`src/rtl/wdt_pkg.sv`:
```
package wdt_pkg;
  localparam int KEY_W = 8;
  localparam logic ADDR_CTRL = 1'b0;
  localparam logic ADDR_KEY  = 1'b1;
  localparam logic [KEY_W-1:0] KEY_ARM  = 8'hA5;
  localparam logic [KEY_W-1:0] KEY_DONE = 8'h5A;
  localparam int CTRL_EN_BIT   = 7;
  localparam int CTRL_HALF_BIT = 2;
  typedef enum int {HO_LOWPWR = 0, HO_DMA = 1, HO_DEBUG = 2, HO_TRAP = 3} holdoff_e;
endpackage

```
`src/rtl/wdt_timebase.sv`:
```
module wdt_timebase #(
  parameter int TAP_BASE = 17,
  parameter int SEL_W    = 2
) (
  input  logic             clk,
  input  logic             rst_n,
  input  logic             half_rate,
  input  logic [SEL_W-1:0] sel,
  output logic             tap_fall
);
  localparam int NTAP  = 1 << SEL_W;
  localparam int DIV_W = TAP_BASE + NTAP;

  logic [DIV_W-1:0] div_q, div_d;
  logic             ph_q, ph_d;
  logic             prev_q;
  logic             step;
  logic [NTAP-1:0]  taps;
  logic             tap_now;

  for (genvar g = 0; g < NTAP; g++) begin : g_tap
    assign taps[g] = div_q[TAP_BASE+g];
  end

  always_comb begin
    step     = !half_rate || ph_q;
    div_d    = step ? div_q + 1'b1 : div_q;
    ph_d     = half_rate ? !ph_q : 1'b0;
    tap_now  = taps[sel];
    tap_fall = prev_q && !tap_now;
  end

  always_ff @(posedge clk or negedge rst_n) begin
    if (!rst_n) begin
      div_q  <= '0;
      ph_q   <= 1'b0;
      prev_q <= 1'b0;
    end else begin
      div_q  <= div_d;
      ph_q   <= ph_d;
      prev_q <= tap_now;
    end
  end
endmodule

```
`src/rtl/wdt_keyseq.sv`:
```
module wdt_keyseq
  import wdt_pkg::*;
(
  input  logic             clk,
  input  logic             rst_n,
  input  logic             wr_key,
  input  logic [KEY_W-1:0] data,
  output logic             key_clr
);
  logic armed_q, armed_d;

  always_comb begin
    key_clr = wr_key && armed_q && (data == KEY_DONE);
    armed_d = wr_key ? (data == KEY_ARM) : armed_q;
  end

  always_ff @(posedge clk or negedge rst_n) begin
    if (!rst_n) armed_q <= 1'b0;
    else        armed_q <= armed_d;
  end
endmodule

```
`src/rtl/wdt_pulse.sv`:
```
module wdt_pulse #(
  parameter int PULSE_LEN = 16
) (
  input  logic clk,
  input  logic rst_n,
  input  logic fire,
  output logic req
);
  localparam int CW = $clog2(PULSE_LEN + 1);
  localparam logic [CW-1:0] LEN = CW'(PULSE_LEN);

  logic [CW-1:0] cnt_q, cnt_d;

  always_comb begin
    if (fire)              cnt_d = LEN;
    else if (cnt_q != '0)  cnt_d = cnt_q - 1'b1;
    else                   cnt_d = cnt_q;
    req = (cnt_q != '0);
  end

  always_ff @(posedge clk or negedge rst_n) begin
    if (!rst_n) cnt_q <= '0;
    else        cnt_q <= cnt_d;
  end
endmodule

```
`src/rtl/wdt_keyed.sv`:
```
module wdt_keyed
  import wdt_pkg::*;
#(
  parameter int TAP_BASE  = 17,
  parameter int SEL_W     = 2,
  parameter int PULSE_LEN = 16,
  parameter int HO_N      = 4
) (
  input  logic             clk,
  input  logic             rst_n,
  input  logic             wr_en,
  input  logic             wr_addr,
  input  logic [KEY_W-1:0] wr_data,
  input  logic [HO_N-1:0]  holdoff,
  output logic             rst_req,
  output logic [SEL_W-1:0] tap_sel
);
  logic             sync1_q, rst_n_s;
  logic             act_q, act_d;
  logic             half_q, half_d;
  logic [SEL_W-1:0] sel_q, sel_d;
  logic             flag_q, flag_d;
  logic             wr_ctrl, wr_key, key_clr, tap_fall, hold_any, fire;

  always_ff @(posedge clk or negedge rst_n) begin
    if (!rst_n) begin
      sync1_q <= 1'b0;
      rst_n_s <= 1'b0;
    end else begin
      sync1_q <= 1'b1;
      rst_n_s <= sync1_q;
    end
  end

  wdt_timebase #(.TAP_BASE(TAP_BASE), .SEL_W(SEL_W)) u_tb (
    .clk(clk), .rst_n(rst_n_s), .half_rate(half_q), .sel(sel_q), .tap_fall(tap_fall)
  );

  wdt_keyseq u_key (
    .clk(clk), .rst_n(rst_n_s), .wr_key(wr_key), .data(wr_data), .key_clr(key_clr)
  );

  wdt_pulse #(.PULSE_LEN(PULSE_LEN)) u_pulse (
    .clk(clk), .rst_n(rst_n_s), .fire(fire), .req(rst_req)
  );

  always_comb begin
    wr_ctrl  = wr_en && (wr_addr == ADDR_CTRL);
    wr_key   = wr_en && (wr_addr == ADDR_KEY);
    hold_any = |holdoff;
    act_d    = act_q || (wr_ctrl && wr_data[CTRL_EN_BIT]);
    sel_d    = sel_q;
    half_d   = half_q;
    if (wr_ctrl && !act_q) begin
      sel_d  = wr_data[SEL_W-1:0];
      half_d = wr_data[CTRL_HALF_BIT];
    end
    fire   = 1'b0;
    flag_d = flag_q;
    if (!act_q || hold_any || key_clr) begin
      flag_d = 1'b0;
    end else if (tap_fall) begin
      fire   = flag_q;
      flag_d = !flag_q;
    end
  end

  always_ff @(posedge clk or negedge rst_n_s) begin
    if (!rst_n_s) begin
      act_q  <= 1'b0;
      half_q <= 1'b0;
      sel_q  <= '0;
      flag_q <= 1'b0;
    end else begin
      act_q  <= act_d;
      half_q <= half_d;
      sel_q  <= sel_d;
      flag_q <= flag_d;
    end
  end

  assign tap_sel = sel_q;
endmodule

```
`config.mk`:
```
export PLATFORM = sky130hd
export DESIGN_NAME = wdt_keyed
export DESIGN_NICKNAME = d
export VERILOG_FILES = /design/src/rtl/wdt_pkg.sv /design/src/rtl/wdt_timebase.sv /design/src/rtl/wdt_keyseq.sv /design/src/rtl/wdt_pulse.sv /design/src/rtl/wdt_keyed.sv
export SDC_FILE = /design/constraint.sdc
export NUM_CORES = 1
export LEC_CHECK = 0
export BUFFER_PORTS_ARGS = -buffer_cell sky130_fd_sc_hd__buf_2
export CAP_MARGIN = 20
export CORE_MARGIN = 2
export CORE_UTILIZATION = 56
export CTS_CLUSTER_SIZE = 40
export DETAILED_ROUTE_END_ITERATION = 16
export PLACE_DENSITY_LB_ADDON = 0.2
export SLEW_MARGIN = 15
export SYNTH_ARGS = -nofsm -noshare
export SYNTH_HDL_FRONTEND = slang
export SYNTH_SLANG_ARGS = --single-unit
export TNS_END_PERCENT = 30
```
`constraint.sdc`:
```
create_clock -name clk -period 1.25 [get_ports clk]
set_clock_uncertainty 0.05 [all_clocks]
set_input_delay 0.125 -clock clk [delete_from_list [all_inputs] [get_ports clk]]
set_output_delay 0.125 -clock clk [all_outputs]
set_load 0.01 [all_outputs]
```
==> qor.txt <==
failing checks = setup timing
Clock Tree Buf Depth = 2
final WL = 3.324 mm
Crit path required time = 1430 ps
DIE HEIGHT = 57.54 um
Mapped Area = 1605 um2
crit-path cells = mux4_2 -> nor2b_4 -> nand4_4 -> a21boi_2
share of layout cells above drive strength 1 = 36.18%
Final Hold Viols = 0
fin crit period = 1532 ps
Nets = 216
Core Rows = 19
max FFs per register = 21
cts bufs inserted = 5
drt drc = 0
Seq/Total Area, Yosys = 56.12%
CTS tree = yes
post-route ant nets = 0
fraction of registers with async set/reset = 100.0%
placed cell count = 217
Max Slew Vio Count = 0
via/cell ratio = 5.465
Pleak = 1.031 nW
RePlAce Congestion = 0.7808
Crit Path Max Fanout = 5
run status = finished with violations
Syn Inst Count = 136
Pwr Density = 1350 nW/um2
top post-synthesis cells by area = dfrtp_1 56%, xnor2_1 10%, nand2_1 4.0%
drt pass-1 iters = 4
initial antenna violation count = 0
crit path DAT = 1710 ps
most common cell in the netlist = dfrtp_1
global route total overflow = 0
CP Launch Type = register
Clock Latency Late Sink = 340 ps
vias = 1257
CTS H-tree lvls = 2
Fmax = 0.6529 GHz
syn avg cell area = 11.80 um2
CTS clk-pin slew, worst paths = 100 ps
IO buf count = 18
Root Driver = clkbuf_4
largest net degree at the start of global routing = 35
Synth area leader = dfrtp_1
CP endpoint kind = register
starting density of the core = 58.72%
max-cap violations = 0
Total Routing Usage GR = 23.64%
area of the core = 2734 um2
number of synthesized flops with an enable pin = 0
# setup viols final = 21
RSZ-0062 raised after global routing = yes
Yosys cell types = 30
die width = 57.54 um
#FFs+latches synth = 36
synthesis warning total = 0
vias in the first global route = 1318
Worst Setup Path Type = register to register
top-area cell type share of the netlist area = 56.12%
Post-Syn Nets = 154
pre-CTS WS = -281.8 ps
P&R area growth vs syn = 33.83%
Synth top cells by count = 36 x dfrtp_1, 19 x xnor2_1, 17 x nand2_1, 8 x nand3_1, 8 x nand4_1
DIE AREA = 3311 um2
IO Pins = 19
Top FF cell, synth = dfrtp_1
hpwl dp = 2.257 mm
slowest stage delay, CP = 540 ps
filler cell count in the final layout = 177
min-delay worst type = input pin to register
Slowest cell on crit path = mux4_2
first-pass GRT wire length = 5.733 mm
final setup margin = -281.5 ps
Post-Layout Cell Count = 230
ant diodes = 0
WL per Instance = 14.45 um
CTS Sinks = 36
Largest Register = u_tb.div_q
Max VDD drop = 1.340 mV
Iter 0 DRT Violations = 41
period utilization = 122.5%
[power breakdown]
part           switching (mW)  leakage, nW  total (mW)  internal [mW]
Combinational           0.373        0.529       0.823          0.450
Sequential              0.104        0.469        1.43           1.33
Clock                   0.367       0.0326       0.644          0.278
Total                   0.844         1.03        2.90           2.06
[path summary, 6_finish.rpt]
kind / cells after the start / from / slack, ps / to
setup / recovery: 4 / tap_sel[0]$_DFFE_PN0P_ / -280 / u_pulse.cnt_q[2]$_DFFE_PN0P_
hold / removal: 2 / wr_en / 20 / act_q$_DFF_PN0_
setup reg to reg: 4 / tap_sel[0]$_DFFE_PN0P_ / -280 / u_pulse.cnt_q[2]$_DFFE_PN0P_
hold reg to reg: 1 / rst_n_s$_DFF_PN0_ / 220 / u_tb.div_q[4]$_DFFE_PN0N_
max in group asynchronous: 1 / rst_n_s$_DFF_PN0_ / 630 / u_tb.div_q[20]$_DFFE_PN0N_
min in group asynchronous: 2 / rst_n / 50 / sync1_q$_DFF_PN0_
[cells by family after synthesis]
kind of cell	Yosys count	synth area share, %
compound gates	4	2.182
xor+xnor	23	12.55
mux	4	3.507
fa+ha+maj	2	1.559
flops	36	56.12
other cells	1	0.2336
simple gates	61	22.68
buf+inv	5	1.169
[metal layers]
| layer | vias up | wire [um] | global-route usage, % |
|---|---|---|---|
| li1 | 600 | - | - |
| met1 | 629 | 1309 | 26.06 |
| met2 | 18 | 1821 | 40.26 |
| met3 | 10 | 95 | 8.163 |
| met4 | 0 | 97 | 11.96 |
| met5 | - | 0 | 0 |
[cell type report]
type / instances / area [um2] / area share, %
Sequential cell: 36 / 900.9 / 41.93
Clock buffer: 8 / 58.81 / 2.737
Inverter: 5 / 18.77 / 0.8736
Tap cell: 31 / 38.79 / 1.805
Timing Repair Buffer: 55 / 389.1 / 18.11
Multi-Input combinational cell: 95 / 742.0 / 34.54
[timing repair]
action	4_1_cts	5_1_grt
hold buffers	4	0
gates resized for setup	10	3
endpoints found under the setup margin	24	23
endpoints found under the hold margin	5	0
pin swaps	3	7
buffers inserted	1	0
[stage by stage]
step                      utilization, %  setup TNS, ps  cell area (um2)  power, mW  hold WS (ps)
after floorplan                        -          -2806             1605      1.798        -220.6
after global routing               78.58          -4681             2148      3.079         5.399
after detailed placement           72.22          -2451             1974      2.215        -137.2
after CTS                          78.03          -2974             2133      2.922        0.7459
final                              78.58          -2955             2148      2.900         19.31
after global placement             72.22          -1846             1974      2.162        -140.9
[worst max-delay path, delay by kind of cell (launching register included)]
family | cells | cell delay, ps
flip-flops | 1 | 380
AND/OR/NAND/NOR | 2 | 290
multiplexers | 1 | 540
AO/OA/AOI/OAI | 1 | 170
[placed cells by master, fill, tap and decap left out, drive strengths merged, types with 2 or more instances in the layout]
cell and instances:
dlygate4sd3 4, nand2b 2, xor2 4, nand2 17
ha 2, and4 3, dfrtp 36, buf 51
inv 5, nand3b 2, clkbuf 8, nor4bb 3
nor3 3, and2 2, and3 4, mux2 3
nand3 8, nand4 9, nor2 4, xnor2 19
nor3b 2
No activity file was read; power rests on OpenSTA's default activity.
